<file path="config.mk">
export PLATFORM = sky130hd
export DESIGN_NAME = bitmap_magnifier
export DESIGN_NICKNAME = d
export VERILOG_FILES = /design/src/rtl/magnifier_pkg.sv /design/src/rtl/magnifier_control.sv /design/src/rtl/magnifier_datapath.sv /design/src/rtl/bitmap_magnifier.sv
export SDC_FILE = /design/constraint.sdc
export NUM_CORES = 2
export LEC_CHECK = 0
export BUFFER_PORTS_ARGS = -buffer_cell sky130_fd_sc_hd__buf_2
export CAP_MARGIN = 20
export CORE_MARGIN = 5
export CORE_UTILIZATION = 48
export CTS_BUF_LIST = sky130_fd_sc_hd__clkbuf_4 sky130_fd_sc_hd__clkbuf_8 sky130_fd_sc_hd__clkbuf_16
export CTS_CLUSTER_DIAMETER = 30
export CTS_CLUSTER_SIZE = 10
export DETAILED_ROUTE_END_ITERATION = 8
export PLACE_DENSITY_LB_ADDON = 0.12
export SYNTH_ARGS = -nofsm -noshare
export SYNTH_HDL_FRONTEND = slang
export SYNTH_SLANG_ARGS = --single-unit
</file>
<file path="constraint.sdc">
create_clock -name clk -period 6.05 [get_ports clk]
set_input_delay 0.605 -clock clk [delete_from_list [all_inputs] [get_ports clk]]
set_output_delay 0.605 -clock clk [all_outputs]
set_load 0.05 [all_outputs]
</file>
<file path="src/rtl/magnifier_pkg.sv">
package magnifier_pkg;

  typedef enum logic [1:0] {
    ST_IDLE,
    ST_EXPAND,
    ST_REPLAY
  } magState_t;

  // control -> datapath strobes
  typedef struct packed {
    logic loadCfg;
    logic expandEn;
    logic replayEn;
  } ctlStrobe_t;

  // datapath -> control status
  typedef struct packed {
    logic expandLineAccepted;
    logic replayLineAccepted;
    logic lastReplay;
    logic singleCopy;
  } dpStatus_t;

endpackage

</file>
<file path="src/rtl/magnifier_control.sv">
module magnifier_control
  import magnifier_pkg::*;
(
  input  logic       clk,
  input  logic       rstN,
  input  logic       startPulse,
  input  dpStatus_t  status,
  output ctlStrobe_t strobes,
  output logic       busy,
  output logic       donePulse
);

  magState_t state;

  always_comb begin
    strobes.loadCfg  = (state == ST_IDLE) && startPulse;
    strobes.expandEn = (state == ST_EXPAND);
    strobes.replayEn = (state == ST_REPLAY);
  end

  assign busy = (state != ST_IDLE);

  always_ff @(posedge clk) begin
    if (!rstN) begin
      state     <= ST_IDLE;
      donePulse <= 1'b0;
    end else begin
      donePulse <= 1'b0;
      case (state)
        ST_IDLE: begin
          if (startPulse) state <= ST_EXPAND;
        end
        ST_EXPAND: begin
          if (status.expandLineAccepted) begin
            if (status.singleCopy) begin
              state     <= ST_IDLE;
              donePulse <= 1'b1;
            end else begin
              state <= ST_REPLAY;
            end
          end
        end
        ST_REPLAY: begin
          if (status.replayLineAccepted && status.lastReplay) begin
            state     <= ST_IDLE;
            donePulse <= 1'b1;
          end
        end
        default: state <= ST_IDLE;
      endcase
    end
  end

endmodule

</file>
<file path="src/rtl/magnifier_datapath.sv">
module magnifier_datapath
  import magnifier_pkg::*;
#(
  parameter int WORD_W     = 32,
  parameter int MAX_LEN    = 256,
  parameter int MAX_FACTOR = 10,
  parameter int FAC_W      = $clog2(MAX_FACTOR + 1),
  parameter int LEN_W      = $clog2(MAX_LEN + 1)
) (
  input  logic              clk,
  input  logic              rstN,
  input  ctlStrobe_t        strobes,
  input  logic [FAC_W-1:0]  factorIn,
  input  logic [LEN_W-1:0]  lineLenIn,
  input  logic [WORD_W-1:0] srcData,
  input  logic              srcValid,
  output logic              srcReady,
  output logic [WORD_W-1:0] outData,
  output logic              outValid,
  input  logic              outReady,
  output logic              outLast,
  output dpStatus_t         status
);

  // WORD_W must be a power of two: bit positions are reached by inverting a counter
  localparam int POS_W = $clog2(WORD_W);
  localparam int DEPTH = (MAX_LEN * MAX_FACTOR + WORD_W - 1) / WORD_W;
  localparam int IDX_W = (DEPTH > 1) ? $clog2(DEPTH) : 1;
  localparam logic [FAC_W-1:0] FAC_ONE = FAC_W'(1);
  localparam logic [FAC_W-1:0] FAC_TWO = FAC_W'(2);
  localparam logic [FAC_W-1:0] FAC_MAX = FAC_W'(MAX_FACTOR);
  localparam logic [LEN_W-1:0] LEN_ONE = LEN_W'(1);
  localparam logic [LEN_W-1:0] LEN_MAX = LEN_W'(MAX_LEN);
  localparam logic [POS_W-1:0] POS_END = POS_W'(WORD_W - 1);

  logic [FAC_W-1:0]  facCfg, facNorm, repCnt, lineCnt;
  logic [LEN_W-1:0]  lenCfg, lenNorm, bitCnt;
  logic [WORD_W-1:0] srcWord, accum, nextAcc, holdWord;
  logic [POS_W-1:0]  srcPos, accCnt;
  logic              srcHave, lineFinished, holdValid, holdLast;
  logic [IDX_W-1:0]  wrIdx, lastIdx, rdIdx;
  logic [WORD_W-1:0] lineBuf [DEPTH];

  logic curBit, lastRep, lastBit, lineEnd, genStep, wordFull, emitWord;
  logic srcTake, holdTake, replayTake, rdLast;

  // configuration clamping
  always_comb begin
    if (factorIn == '0)          facNorm = FAC_ONE;
    else if (factorIn > FAC_MAX) facNorm = FAC_MAX;
    else                         facNorm = factorIn;
    if (lineLenIn == '0)          lenNorm = LEN_ONE;
    else if (lineLenIn > LEN_MAX) lenNorm = LEN_MAX;
    else                          lenNorm = lineLenIn;
  end

  assign curBit     = srcWord[~srcPos];
  assign lastRep    = (repCnt == facCfg - FAC_ONE);
  assign lastBit    = (bitCnt == lenCfg - LEN_ONE);
  assign lineEnd    = lastRep && lastBit;
  assign genStep    = strobes.expandEn && srcHave && !holdValid;
  assign wordFull   = (accCnt == POS_END);
  assign emitWord   = genStep && (wordFull || lineEnd);
  assign srcReady   = strobes.expandEn && !srcHave && !lineFinished;
  assign srcTake    = srcReady && srcValid;
  assign holdTake   = strobes.expandEn && holdValid && outReady;
  assign replayTake = strobes.replayEn && outReady;
  assign rdLast     = (rdIdx == lastIdx);

  always_comb begin
    nextAcc          = accum;
    nextAcc[~accCnt] = curBit;
  end

  always_comb begin
    status.expandLineAccepted = holdTake && holdLast;
    status.replayLineAccepted = replayTake && rdLast;
    status.lastReplay         = (lineCnt == facCfg - FAC_TWO);
    status.singleCopy         = (facCfg == FAC_ONE);
  end

  assign outValid = (strobes.expandEn && holdValid) || strobes.replayEn;
  assign outData  = strobes.replayEn ? lineBuf[rdIdx] : holdWord;
  assign outLast  = strobes.replayEn ? rdLast : holdLast;

  // line store for vertical replay
  always_ff @(posedge clk) begin
    if (emitWord) lineBuf[wrIdx] <= nextAcc;
  end

  always_ff @(posedge clk) begin
    if (!rstN) begin
      facCfg       <= FAC_ONE;
      lenCfg       <= LEN_ONE;
      srcWord      <= '0;
      srcPos       <= '0;
      srcHave      <= 1'b0;
      lineFinished <= 1'b0;
      repCnt       <= '0;
      bitCnt       <= '0;
      accum        <= '0;
      accCnt       <= '0;
      holdWord     <= '0;
      holdValid    <= 1'b0;
      holdLast     <= 1'b0;
      wrIdx        <= '0;
      lastIdx      <= '0;
      rdIdx        <= '0;
      lineCnt      <= '0;
    end else if (strobes.loadCfg) begin
      facCfg       <= facNorm;
      lenCfg       <= lenNorm;
      srcPos       <= '0;
      srcHave      <= 1'b0;
      lineFinished <= 1'b0;
      repCnt       <= '0;
      bitCnt       <= '0;
      accum        <= '0;
      accCnt       <= '0;
      holdValid    <= 1'b0;
      holdLast     <= 1'b0;
      wrIdx        <= '0;
      lastIdx      <= '0;
      rdIdx        <= '0;
      lineCnt      <= '0;
    end else begin
      if (srcTake) begin
        srcWord <= srcData;
        srcPos  <= '0;
        srcHave <= 1'b1;
      end

      if (genStep) begin
        if (lastRep) begin
          repCnt <= '0;
          bitCnt <= bitCnt + LEN_ONE;
          srcPos <= srcPos + POS_W'(1);
          if (srcPos == POS_END || lastBit) srcHave <= 1'b0;
          if (lastBit) lineFinished <= 1'b1;
        end else begin
          repCnt <= repCnt + FAC_ONE;
        end
        if (wordFull || lineEnd) begin
          holdWord  <= nextAcc;
          holdValid <= 1'b1;
          holdLast  <= lineEnd;
          wrIdx     <= wrIdx + IDX_W'(1);
          accum     <= '0;
          accCnt    <= '0;
          if (lineEnd) lastIdx <= wrIdx;
        end else begin
          accum  <= nextAcc;
          accCnt <= accCnt + POS_W'(1);
        end
      end

      if (holdTake) holdValid <= 1'b0;

      if (replayTake) begin
        if (rdLast) begin
          rdIdx   <= '0;
          lineCnt <= lineCnt + FAC_ONE;
        end else begin
          rdIdx <= rdIdx + IDX_W'(1);
        end
      end
    end
  end

endmodule

</file>
<file path="src/rtl/bitmap_magnifier.sv">
module bitmap_magnifier
  import magnifier_pkg::*;
#(
  parameter int WORD_W     = 32,
  parameter int MAX_LEN    = 256,
  parameter int MAX_FACTOR = 10
) (
  input  logic                              clk,
  input  logic                              rstN,
  input  logic                              startPulse,
  input  logic [$clog2(MAX_FACTOR+1)-1:0]   factorIn,
  input  logic [$clog2(MAX_LEN+1)-1:0]      lineLenIn,
  input  logic [WORD_W-1:0]                 srcData,
  input  logic                              srcValid,
  output logic                              srcReady,
  output logic [WORD_W-1:0]                 outData,
  output logic                              outValid,
  input  logic                              outReady,
  output logic                              outLast,
  output logic                              donePulse,
  output logic                              busy
);

  ctlStrobe_t strobes;
  dpStatus_t  status;

  magnifier_control i_control (
    .clk        (clk),
    .rstN       (rstN),
    .startPulse (startPulse),
    .status     (status),
    .strobes    (strobes),
    .busy       (busy),
    .donePulse  (donePulse)
  );

  magnifier_datapath #(
    .WORD_W     (WORD_W),
    .MAX_LEN    (MAX_LEN),
    .MAX_FACTOR (MAX_FACTOR)
  ) i_datapath (
    .clk        (clk),
    .rstN       (rstN),
    .strobes    (strobes),
    .factorIn   (factorIn),
    .lineLenIn  (lineLenIn),
    .srcData    (srcData),
    .srcValid   (srcValid),
    .srcReady   (srcReady),
    .outData    (outData),
    .outValid   (outValid),
    .outReady   (outReady),
    .outLast    (outLast),
    .status     (status)
  );

endmodule

</file>
==> results.toml <==
[synth]
synth_commonest_cells = "edfxtp_1 (2560), mux4_2 (804), nor2_1 (228)"
synth_cell_type_count = 64
netlist_area_mm2 = 0.105
postSynthCellCount = 4820
synth_edf_count = 2560
avgSynthCellArea_um2 = 21.8
ys_ff_latch = 2731
synth_top_area_cell = "edfxtp_1"
syn_nets = 4890
synth-seq-area-share_pct = 76.4
yosysMostFrequentCell = "edfxtp_1"
synth_top_area_share_pct = 73.1
yosys_warnings = 0
yosys-top-cells-area = "edfxtp_1 (73%), mux4_2 (17%), dfxtp_1 (3.3%)"
synth_flop_cell = "edfxtp_1"
ys_async_sr_fraction_pct = 0

[timing]
setup_ws_ns = 0.250
worstMarginPinSlew_ns = 1.22
fin_tns_setup_ns = 0
fin_skew_ns = 0.0480
relSlewSlack_pct = 18.8
max_freq_ghz = 0.172
fin_crit_sh_pct = 95.9
setup_viol_count_final = 0
hold_viol_final = 0
rsz0062_at_grt = "false"
report.final.slew_viol_count = 0
period_minus_slack_ns = 5.80

[critical_path]
critPathArrivalTime_ns = 5.19
crit_fanout = 43
start_kind = "register"
r2r_slack_ns = 0.94
reg2reg_depth = 10
cp.required_ns = 5.44
r2r-end = "i_datapath.lineBuf[38][9]"
timing.rr.start = "i_datapath.lenCfg[0]"
crit_path_end_kind = "output pin"
crit_type = "register to output pin"

[placed_design]
io_buffers = 86
place_inst = 7708
place_hpwl_um = 159000
place_ws_ns = 0.972
gp_congestion = 0.861

[hold_path]
hold_start = "startPulse"
min_to = "i_control.state[0]"
min_path_cells = 3
min_path_type = "primary input to register"

[cts]
clk_latency_ns = 0.95
clock_path_buffers = 4
cts_buffers = 547
postCtsSetupBuffers = 0
cts_resized = 0
clkSinkCount = 2731
cts_root_buf = "clkbuf_16"
clk_pin_slew_worst_paths_ns = 0.04
htreeDepth = 6
cts_tree = "yes"

[floorplan]
coreArea_mm2 = 0.218
die_area_mm2 = 0.228
ioPinCount = 87
die_width_um = 478
die_h_um = 478
rows = 171
initial_core_util_pct = 48.3

[layout]
final-instance-count-excl-fill = 8718
layout-drive-gt1-share_pct = 36.9
syn2layout_area_growth_pct = 23.8
final_nets = 5515

[detailed_routing]
drc_errors = 0
wl_per_cell_um = 32.1
vias = 53010
wirelength_um = 280000
dr.pass1.iters = 6
first_iter_violations = 5830
via_per_inst = 6.08
antenna_left = 0

[global_routing]
grtUsageTotal_pct = 24.5
grt_pass1_wl_um = 402000
grt_pass1_vias = 54765
top_usage_layer = "met2"
use_met3_pct = 5.20
grt_max_degree = 92
antenna_found_initial = 7
grt_overflow = 0
use_met2_pct = 39.2
grt_use_met1_pct = 34.0

[job]
max_cap_viol_count = 0

[pwr]
ir_drop_mv = 0.311
leakagePower_nw = 41.3
p_per_area_mw_per_mm2 = 390

[run_status]
status = "finished, final reports clean"
-- worst max-delay path, stage by stage, from the launching register on --
cell	delay, ns
dfxtp_4	0.60
buf_12	0.37
mux4_2	0.58
mux4_2	0.53
a22oi_1	0.65
nand2_1	0.27
nor4_1	0.57
o22ai_1	0.32
buf_2	0.30
-- cell type report --
type / count / area [µm²]
Multi-Input combinational cell: 1784 / 24600
Clock buffer: 640 / 14700
Sequential cell: 2731 / 80300
Antenna cell: 9 / 22.5
Clock inverter: 319 / 3660
Timing Repair Buffer: 360 / 3100
Fill cell: 15288 / 87500
Inverter: 21 / 78.8
Tap cell: 2854 / 3570
-- flip-flops by register name, indices dropped and copies added, names as in the netlist, named ones only --
signal                   flops
i_datapath.holdValid         1
i_datapath.srcPos            5
i_datapath.rdIdx             7
i_datapath.holdLast          1
i_datapath.holdWord         32
i_datapath.lastIdx           7
i_datapath.srcWord          32
i_datapath.facCfg            4
i_control.state              2
i_datapath.lineFinished      1
i_datapath.repCnt            4
i_control.donePulse          1
i_datapath.lenCfg            9
i_datapath.accum            32
i_datapath.lineBuf        2560
i_datapath.bitCnt            9
i_datapath.wrIdx             7
i_datapath.srcHave           1
i_datapath.accCnt            5
i_datapath.lineCnt           4
-- kinds of logic after synthesis --
kind of cell,share of synthesized area [%]
adder cells (fa/ha/maj),0.248
XOR/XNOR,0.383
flip-flops,76.4
AND/OR/NAND/NOR,2.11
multiplexers,17.4
AO/OA/AOI/OAI,2.30
buffers and inverters,1.15
-- power by group --
group / switching, mW / internal, mW
clock network: 9.45 / 20.4
registers: 0.0191 / 20.4
logic: 0.332 / 0.183
-- cells in the final DEF (no fill, tap or decap), types with 7 or more instances in the layout --
| cell type | instances |
|---|---|
| edfxtp_1 | 2560 |
| or3_1 | 7 |
| nor2_4 | 81 |
| buf_12 | 36 |
| nor2_1 | 144 |
| nand2_1 | 112 |
| diode_2 | 9 |
| xor2_1 | 26 |
| clkinv_2 | 91 |
| dlygate4sd3_1 | 37 |
| o21ai_0 | 48 |
| a22oi_1 | 65 |
| nor3b_1 | 10 |
| clkinv_4 | 17 |
| and3_1 | 9 |
| dfxtp_1 | 166 |
| mux4_2 | 804 |
| a21oi_1 | 192 |
| a21oi_4 | 28 |
| nor4_1 | 7 |
| clkbuf_16 | 566 |
| a22o_1 | 34 |
| clkinvlp_4 | 41 |
| bufinv_16 | 73 |
| ha_1 | 19 |
| inv_1 | 20 |
| nand3_1 | 57 |
| xnor2_1 | 20 |
| buf_4 | 197 |
| mux2i_1 | 19 |
| nand2b_1 | 7 |
| clkbuf_4 | 72 |
| inv_6 | 23 |
| buf_2 | 86 |
| clkinv_1 | 68 |
-- how the worst max path moves through the flow --
stage / from / slack [ns] / endpoint / depth (start not counted)
floorplan: i_datapath.srcPos[0] / 0.20 / i_datapath.lineBuf[0][18] / 6
global placement: i_datapath.lenCfg[0] / 0.97 / i_datapath.lineBuf[62][19] / 10
detailed placement: i_datapath.lenCfg[0] / 0.97 / i_datapath.lineBuf[62][16] / 10
CTS: register / 0.15 / outData[19] / 8
global route: register / 0.19 / outData[19] / 8
finish: register / 0.25 / outData[19] / 8
-- through the flow --
| step | power, mW | instance area [µm²] | util, % | hold slack, ns |
|---|---|---|---|---|
| 5_1_grt | 52.3 | 130000 | 59.8 | 0.0491 |
| 3_3_place_gp | 21.3 | 111000 | 51.1 | 0.440 |
| 2_1_floorplan | 21.1 | 105000 | - | 0.426 |
| 4_1_cts | 51.2 | 130000 | 59.7 | 0.0107 |
| 6_report | 50.8 | 130000 | 59.8 | 0.0718 |
| 3_5_place_dp | 21.3 | 111000 | 51.1 | 0.447 |
-- timing repair --
item | in CTS | in global routing
hold buffers | 37 | 0
endpoints found under the setup margin | 0 | 0
hold endpoints to repair | 37 | 0
-- per-layer routing --
layer,vias up,share of wire (%)
met2,2214,49
met3,469,7.1
li1,21746,-
met5,-,0
met4,0,3.2
met1,28581,41
Note: power is estimated with default switching activity, not from simulation.
